$ cat src/rtl/cfgx_pkg.sv
package cfgx_pkg;
    localparam int unsigned CFGX_ADDR_W = 32;
    localparam int unsigned CFGX_BUS_W  = 8;
    localparam int unsigned CFGX_DEV_W  = 5;
    localparam int unsigned CFGX_FN_W   = 3;
    localparam int unsigned CFGX_REG_W  = 6;

    localparam logic [3:0] CMD_CFG_RD = 4'b1010;
    localparam logic [3:0] CMD_CFG_WR = 4'b1011;

    typedef enum logic [1:0] {ST_IDLE, ST_RUN, ST_RESP} cfgx_state_e;

    typedef struct packed {
        logic                  en;
        logic [CFGX_BUS_W-1:0] bus;
        logic [CFGX_DEV_W-1:0] dev;
        logic [CFGX_FN_W-1:0]  fn;
        logic [CFGX_REG_W-1:0] regno;
    } cfgx_sel_t;
endpackage

$ cat src/rtl/cfgx_sel_reg.sv
module cfgx_sel_reg
    import cfgx_pkg::*;
(
    input  logic                   clk,
    input  logic                   rst_n,
    input  logic                   wr_en,
    input  logic [CFGX_ADDR_W-1:0] wr_data,
    output cfgx_sel_t              sel_o
);
    cfgx_sel_t sel_d, sel_q;

    always_comb begin
        sel_d = sel_q;
        if (wr_en) begin
            sel_d.en    = wr_data[31];
            sel_d.bus   = wr_data[23:16];
            sel_d.dev   = wr_data[15:11];
            sel_d.fn    = wr_data[10:8];
            sel_d.regno = wr_data[7:2];
        end
    end

    always_ff @(posedge clk or negedge rst_n) begin
        if (!rst_n) sel_q <= '0;
        else        sel_q <= sel_d;
    end

    assign sel_o = sel_q;
endmodule

$ cat src/rtl/cfgx_idsel_decode.sv
module cfgx_idsel_decode
    import cfgx_pkg::*;
#(
    parameter int unsigned IDSEL_LO = 11
) (
    input  logic [CFGX_DEV_W-1:0]  dev_i,
    output logic [CFGX_ADDR_W-1:0] idsel_o,
    output logic                   hit_o
);
    for (genvar g = 0; g < CFGX_ADDR_W; g++) begin : g_line
        if (g >= IDSEL_LO) begin : g_sel
            localparam int unsigned SLOT = g - IDSEL_LO;
            assign idsel_o[g] = (32'(dev_i) == SLOT);
        end else begin : g_low
            assign idsel_o[g] = 1'b0;
        end
    end

    assign hit_o = |idsel_o;
endmodule

$ cat src/rtl/cfgx_phase_build.sv
module cfgx_phase_build
    import cfgx_pkg::*;
#(
    parameter int unsigned IDSEL_LO = 11
) (
    input  cfgx_sel_t              sel_i,
    input  logic [CFGX_BUS_W-1:0]  own_bus_i,
    input  logic                   wr_i,
    output logic [CFGX_ADDR_W-1:0] addr_o,
    output logic [3:0]             cmd_o,
    output logic                   abort_o
);
    logic [CFGX_ADDR_W-1:0] idsel;
    logic                   hit;
    logic                   local_bus;

    cfgx_idsel_decode #(.IDSEL_LO(IDSEL_LO)) u_dec (
        .dev_i   (sel_i.dev),
        .idsel_o (idsel),
        .hit_o   (hit)
    );

    always_comb begin
        local_bus = (sel_i.bus == own_bus_i);
        cmd_o     = wr_i ? CMD_CFG_WR : CMD_CFG_RD;
        if (local_bus) begin
            addr_o  = idsel | {{(CFGX_ADDR_W-11){1'b0}}, sel_i.fn, sel_i.regno, 2'b00};
            abort_o = !hit;
        end else begin
            addr_o  = {{(CFGX_ADDR_W-24){1'b0}}, sel_i.bus, sel_i.dev, sel_i.fn,
                       sel_i.regno, 2'b01};
            abort_o = 1'b0;
        end
    end
endmodule

$ cat src/rtl/cfg_port_bridge.sv
module cfg_port_bridge
    import cfgx_pkg::*;
#(
    parameter logic [15:0] ADDR_PORT = 16'h0CF8,
    parameter logic [15:0] DATA_PORT = 16'h0CFC,
    parameter int unsigned IDSEL_LO  = 11
) (
    input  logic        clk,
    input  logic        rst_n,
    input  logic [7:0]  bridge_bus,
    input  logic        host_req,
    input  logic        host_wr,
    input  logic [13:0] host_dw_addr,
    input  logic [3:0]  host_be,
    input  logic [31:0] host_wdata,
    output logic        host_ack,
    output logic        host_passthru,
    output logic [31:0] host_rdata,
    output logic        cyc_start,
    output logic [3:0]  cyc_cmd,
    output logic [31:0] cyc_addr,
    output logic [3:0]  cyc_be,
    output logic [31:0] cyc_wdata,
    input  logic        cyc_done,
    input  logic [31:0] cyc_rdata
);
    localparam logic [13:0] ADDR_DW = ADDR_PORT[15:2];
    localparam logic [13:0] DATA_DW = DATA_PORT[15:2];
    localparam logic [31:0] ALL_ONES = '1;

    typedef struct packed {
        cfgx_state_e st;
        logic        start;
        logic        pass;
        logic [31:0] rdata;
        logic [3:0]  cmd;
        logic [31:0] addr;
        logic [3:0]  be;
        logic [31:0] wdata;
    } ctl_t;

    ctl_t      c_d, c_q;
    cfgx_sel_t sel;
    logic      idle_req, hit_aport, hit_dport, full_dw, sel_wr;
    logic [31:0] phase_addr, readback;
    logic [3:0]  phase_cmd;
    logic        phase_abort;

    cfgx_sel_reg u_sel (
        .clk     (clk),
        .rst_n   (rst_n),
        .wr_en   (sel_wr),
        .wr_data (host_wdata),
        .sel_o   (sel)
    );

    cfgx_phase_build #(.IDSEL_LO(IDSEL_LO)) u_build (
        .sel_i     (sel),
        .own_bus_i (bridge_bus),
        .wr_i      (host_wr),
        .addr_o    (phase_addr),
        .cmd_o     (phase_cmd),
        .abort_o   (phase_abort)
    );

    always_comb begin
        idle_req  = host_req && (c_q.st == ST_IDLE);
        hit_aport = (host_dw_addr == ADDR_DW);
        hit_dport = (host_dw_addr == DATA_DW);
        full_dw   = (host_be == 4'hF);
        sel_wr    = idle_req && host_wr && hit_aport && full_dw;
        readback  = {sel.en, 7'b0, sel.bus, sel.dev, sel.fn, sel.regno, 2'b00};

        c_d       = c_q;
        c_d.start = 1'b0;
        unique case (c_q.st)
            ST_IDLE: begin
                if (host_req) begin
                    c_d.st    = ST_RESP;
                    c_d.pass  = 1'b0;
                    c_d.rdata = '0;
                    if (hit_aport && full_dw) begin
                        c_d.rdata = host_wr ? '0 : readback;
                    end else if (hit_dport) begin
                        if (!sel.en || phase_abort) begin
                            c_d.rdata = host_wr ? '0 : ALL_ONES;
                        end else begin
                            c_d.st    = ST_RUN;
                            c_d.start = 1'b1;
                            c_d.cmd   = phase_cmd;
                            c_d.addr  = phase_addr;
                            c_d.be    = host_be;
                            c_d.wdata = host_wdata;
                        end
                    end else begin
                        c_d.pass = 1'b1;
                    end
                end
            end
            ST_RUN: begin
                if (cyc_done) begin
                    c_d.st    = ST_RESP;
                    c_d.rdata = c_q.cmd[0] ? '0 : cyc_rdata;
                end
            end
            default: c_d.st = ST_IDLE;
        endcase
    end

    always_ff @(posedge clk or negedge rst_n) begin
        if (!rst_n) c_q <= '{st: ST_IDLE, default: '0};
        else        c_q <= c_d;
    end

    assign host_ack      = (c_q.st == ST_RESP);
    assign host_passthru = c_q.pass;
    assign host_rdata    = c_q.rdata;
    assign cyc_start     = c_q.start;
    assign cyc_cmd       = c_q.cmd;
    assign cyc_addr      = c_q.addr;
    assign cyc_be        = c_q.be;
    assign cyc_wdata     = c_q.wdata;


    start_pulse_chk: assert property (@(posedge clk) disable iff (!rst_n)
        cyc_start |=> !cyc_start);


    hold_fields_chk: assert property (@(posedge clk) disable iff (!rst_n)
        (c_q.st == ST_RUN && !cyc_done) |=>
            ($stable(cyc_addr) && $stable(cyc_cmd) && $stable(cyc_be) && $stable(cyc_wdata)));


    idsel_onehot_chk: assert property (@(posedge clk) disable iff (!rst_n)
        (cyc_start && cyc_addr[1:0] == 2'b00) |-> ($countones(cyc_addr[31:IDSEL_LO]) == 1));


    cmd_code_chk: assert property (@(posedge clk) disable iff (!rst_n)
        cyc_start |-> (cyc_cmd == CMD_CFG_RD || cyc_cmd == CMD_CFG_WR));


    off_no_cycle_chk: assert property (@(posedge clk) disable iff (!rst_n)
        (idle_req && hit_dport && !sel.en) |=> (!cyc_start && host_ack));


    ack_pulse_chk: assert property (@(posedge clk) disable iff (!rst_n)
        host_ack |=> !host_ack);
endmodule

$ cat config.mk
export PLATFORM = sky130hd
export DESIGN_NAME = cfg_port_bridge
export DESIGN_NICKNAME = d
export VERILOG_FILES = /design/src/rtl/cfgx_pkg.sv /design/src/rtl/cfgx_sel_reg.sv /design/src/rtl/cfgx_idsel_decode.sv /design/src/rtl/cfgx_phase_build.sv /design/src/rtl/cfg_port_bridge.sv
export SDC_FILE = /design/constraint.sdc
export NUM_CORES = 1
export LEC_CHECK = 0
export ABC_AREA = 1
export BUFFER_PORTS_ARGS = -buffer_cell sky130_fd_sc_hd__buf_2
export CAP_MARGIN = 20
export CORE_MARGIN = 1
export CORE_UTILIZATION = 40
export DETAILED_ROUTE_END_ITERATION = 8
export RECOVER_POWER = 50
export SLEW_MARGIN = 20
export SYNTH_ARGS = -nofsm -noshare
export SYNTH_HDL_FRONTEND = slang
export SYNTH_SLANG_ARGS = --single-unit
$ cat constraint.sdc
create_clock -name clk -period 2.74 [get_ports clk]
set_input_delay 0.548 -clock clk [delete_from_list [all_inputs] [get_ports clk]]
set_output_delay 0.548 -clock clk [all_outputs]
set_load 0.05 [all_outputs]
# == Yosys cells after proc, flatten, opt, wreduce, memory -nomap -nowiden ==
# Index checks and enable logic that the tools add are counted.
# word_totals
regBits,131
# op_classes
n_eq_ne,28
muxes,21
n_bitwise,3
n_reduce_logical,16
# ops
operator,n
$mux W32,7
$mux W72,2
$mux W108,1
$mux W104,1
$pmux W32 S2,1
$eq A5 B4 Y1 const B,8
$or A32 B11 Y32,1
$eq A14 B10 Y1 const B,2
$eq A5 B5 Y1 const B,5
$reduce_or A21 Y1,1
$eq A5 B3 Y1 const B,4
$eq A5 B2 Y1 const B,2
$eq A8 B8 Y1,1
$mux W3,2
$eq A5 B1 Y1 const B,1
$logic_and A1 B1 Y1,5
$logic_not A5 Y1,1
$reduce_and A5 Y1,1
$eq A4 B4 Y1 const B,1
$mux W2,2
$mux W4,1
$ne A2 B2 Y1 const B,2
$pmux W2 S2,1
$reduce_and A2 Y1,2
other kinds (9),13

# == Logic depth before layout (Yosys ltp) ==
# depth
ltp_word,10
depth_mapped,13

# == By module ==
# Synthesis repeated with hierarchy kept, for this count alone.
# unflattened
hier_cells,1026
area_unflattened_um2,7777.5
# by_module_without_submodules
module,instances,cells_each,area_per_inst_um2
cfg_port_bridge,1,736,5844.4
cfgx_sel_reg,1,97,875.8
cfgx_phase_build,1,137,797.0
cfgx_idsel_decode,1,56,260.2

# == Worst setup path after synthesis ==
# OpenSTA, ideal clock, no wires.
# synth_timing
path_type,input -> register
startpoint,input port host_dw_addr[11]
endpoint,"register c_q, in the netlist cyc_cmd[0]"
setup_ns,0.137
arrival_ns,1.690
required_ns,2.603
path_slack_ns,0.913
stages,8
path_buffers,1
path_cell_list,or2_1 nor3_4 nand2_1 nor2_1 nand4_1 buf_2 nor2_1 a21oi_1
# synth_via
elab_chain_cells,4
elab_cells_between_ends,5
classes_between,eq/ne (2); bitwise (1); reduce/logical (2)
# synth_lines
element,line,source
from (decl),cfg_port_bridge.sv:13,"input logic [13:0] host_dw_addr,"
$eq A14 B10 Y1,cfg_port_bridge.sv:68,hit_aport = (host_dw_addr == ADDR_DW);
$logic_and A1 B1 Y1,cfg_port_bridge.sv:82,if (hit_aport && full_dw) begin
$not A1 Y1 (no line),--,
$reduce_and A5 Y1 (no line) (*),--,
to (signal assigned),cfg_port_bridge.sv:111,"if (!rst_n) c_q <= '{st: ST_IDLE, default: '0};"
to (signal assigned),cfg_port_bridge.sv:112,else c_q <= c_d;
to (decl),cfg_port_bridge.sv:42,"ctl_t c_d, c_q;"
# Mark *: on every way between the ends. The rest lies on a longest branch, timed or not.
# A chain may end at the register's enable or synchronous reset.

# == Final worst setup path ==
# layout_timing
startpoint,input port host_dw_addr[11]
endpoint,"register c_q, in the netlist cyc_wdata[28]"
# Same word-level chain as after synthesis.

==> out/summary.txt <==
Worst path max stage delay: 520 ps
initial drt markers: 290
startpoint class of the critical path: input pin
Post-CTS Setup Bufs: 0
Crit Path Category: input pin to flip-flop
worst slew pin tran: 1430 ps
Clock transition at path regs: 50 ps
Skew-Pair Late Insertion Delay: 420 ps
register area share after synthesis: 45.5%
WL met2: 7730 µm
I/O Buffers: 199
hold path startpoint: host_wdata[29]
end-of-flow core utilization: 46.2%
routability congestion estimate: 0.823
largest net degree at the start of global routing: 56
top routing layer used: met4
post-DR vias/cell: 4.56
Crit-path slowest cell: nor3_1
WL/cell: 13.8 µm
placed cells: 1199
Starting Density: 40.8%
Final min period: 2200 ps
Final Routed Wirelength: 16900 µm
status: finished clean
share of layout cells above drive strength 1: 22.0%
vias in the first global route: 5321
dpl hpwl: 12500 µm
Horiz. Die Dim: 135 µm
drt pass-1 iters: 4
Fin. Hold Viols: 0
Rel. slew slack: 4.59%
CP Max Fanout: 21
final setup vio count: 0
pre-CTS setup slack: 400 ps
CP Buf/Inv Count: 2
post-CTS resize count: 0
GRT Overall Usage: 19.5%
post-route ant nets: 0
clock skew: 8.47 ps
Most common cell on crit path: nand2_1
CTS Hold Buffers Added: 0
Max-cap violations: 0
Die ar.: 0.0181 mm²
Cell Pwr Density: 601 mW/mm²
Top delay family on crit path: simple AND/OR/NAND/NOR gates
Distinct cells, synth: 34
drt drc: 0
Yosys reg bits: 128
area leader, netlist: dfrtp_1
met3 WL post-DR: 766 µm
Synth async-reset ratio: 100%
r2r startpoint: u_sel.sel_o[14]
Primary FF master, synth: dfrtp_1
CTS Buffer Depth: 2
CP cell instances: buf_2 > or2_1 > nor3_1 > nand3b_2 > nand3b_4 > nor2_4 > buf_4 > nand2_1 > nand2_1
Die H: 135 µm
fin nets: 1088
top cells by area, synth: dfrtp_1, nand2_1, buf_4, inv_1, o21ai_0
via count: 5610
number of synthesized flops with an enable pin: 0
Layout area overhead: 13.1%
Synth Cell Area: 0.00704 mm²
TritonCTS buffer count: 17
Pins Over Slew Limit: 0
first-pass GRT wire length: 27000 µm
most common cell after layout, fill and taps aside: nand2_1
H-tree levels: 4
static leakage: 4.24 nW
yosys warns: 0
Worst Path Required: 3100 ps
Critical Path End Type: flip-flop
CP Launch Point: host_dw_addr[11]
Hold Path Class: input pin to flip-flop
most frequent cells in the layout: nand2_1, buf_2, dfrtp_1
setup ws final: 543 ps
M1 WL: 8140 µm
Top Ports: 202
setup TNS: 0 ps
Fmax: 0.455 GHz
IR Drop Worst-Case VDD: 0.000426 V
Tcrit/Tclk final: 80.2%
CTS root buf: clkbuf_16
RSZ-0062 raised after global routing: no
Syn Area/Cell: 7.77 µm²
post-synth top area share: 45.5%
Worst EP arrival: 2550 ps
Diodes inserted: 0
Non-Filler Instances: 1230
initial antenna violation count: 0
Sink Count: 128
slack of the worst reg-to-reg path: 710 ps
num rows: 48
Core Box Area: 0.0172 mm²
Post-Syn Instances: 906
CTS tree: built
total gr overflow: 0
## flip-flops by register name, summed over array words and instances, names as in the netlist
signal,cells
cyc_wdata,32
cyc_start,1
u_sel.sel_o,23
cyc_be,4
host_rdata,32
cyc_cmd,2
cyc_addr,31
host_passthru,1
c_q,2
## per-layer routing
layer,up-vias,track usage (%)
met3,19,4.80
met5,-,0
met1,2562,25.8
li1,2875,-
met2,154,31.1
met4,0,6.55
## per-stage QoR
stage | hold WS (ps) | area (µm²) | power (W)
finish | 327 | 7960 | 0.00478
global placement | 451 | 7460 | 0.00260
CTS | 95.2 | 8040 | 0.00486
floorplan | 252 | 7040 | 0.00248
global route | 326 | 7960 | 0.00497
detailed placement | 458 | 7460 | 0.00260
## report_power, final
part	leakage, nW	switching (W)	internal, W
combinational	2.26	0.000420	0.000141
clock	0.280	0.000802	0.00143
sequential	1.70	0.0000328	0.00195
total	4.24	0.00125	0.00352
## cell type report
type,count,area [µm²]
Clock buffer,26,499
Clock inverter,5,77.6
Fill cell,1809,9280
Inverter,115,432
Multi-Input combinational cell,517,2370
Sequential cell,128,3200
Tap cell,225,282
Timing Repair Buffer,214,1090
## cell families (layout without fill, tap and decap cells)
logic type      count (synthesis)  after routing  synth area share (%)
other cells                     1              2                0.0533
flops                         128            128                  45.5
xor+xnor                        4              4                 0.498
simple gates                  377            377                  22.8
compound gates                134            134                  10.3
buf+inv                       262            360                  20.8
## synthesized netlist by cell type, types with 3 or more instances
cell type / n
nor3_1: 17
inv_1: 111
a21oi_1: 29
buf_2: 10
a31oi_1: 9
nand4_1: 5
o21ai_0: 62
nand2_1: 234
nand3_1: 38
o21ai_2: 10
buf_6: 10
xnor2_1: 4
nand2_2: 6
o21ai_1: 23
buf_4: 105
clkbuf_1: 18
buf_1: 3
dfrtp_1: 128
nor2_1: 63
## worst paths after layout
path                            depth (start not counted)       endpoint
worst max-delay path                                    9  cyc_wdata[28]
worst min-delay path                                    3  cyc_wdata[29]
worst max register to register                         12   cyc_wdata[6]
worst min register to register                          2  cyc_wdata[25]
max in group asynchronous                               2  host_rdata[7]
min in group asynchronous                               1  cyc_wdata[27]
## worst reg2reg max path, stage by stage, from the launching register on
cell and delay (ps):
dfrtp_1 390, inv_1 140, nand2_1 70, nand2_1 50, nand2_1 40, nor2_1 210, nand3_2 200, nand2_2 160
nor2_4 60, nand2_4 220, buf_12 250, nand2_1 80, o21ai_0 80
No activity file was read; power rests on OpenSTA's default activity.
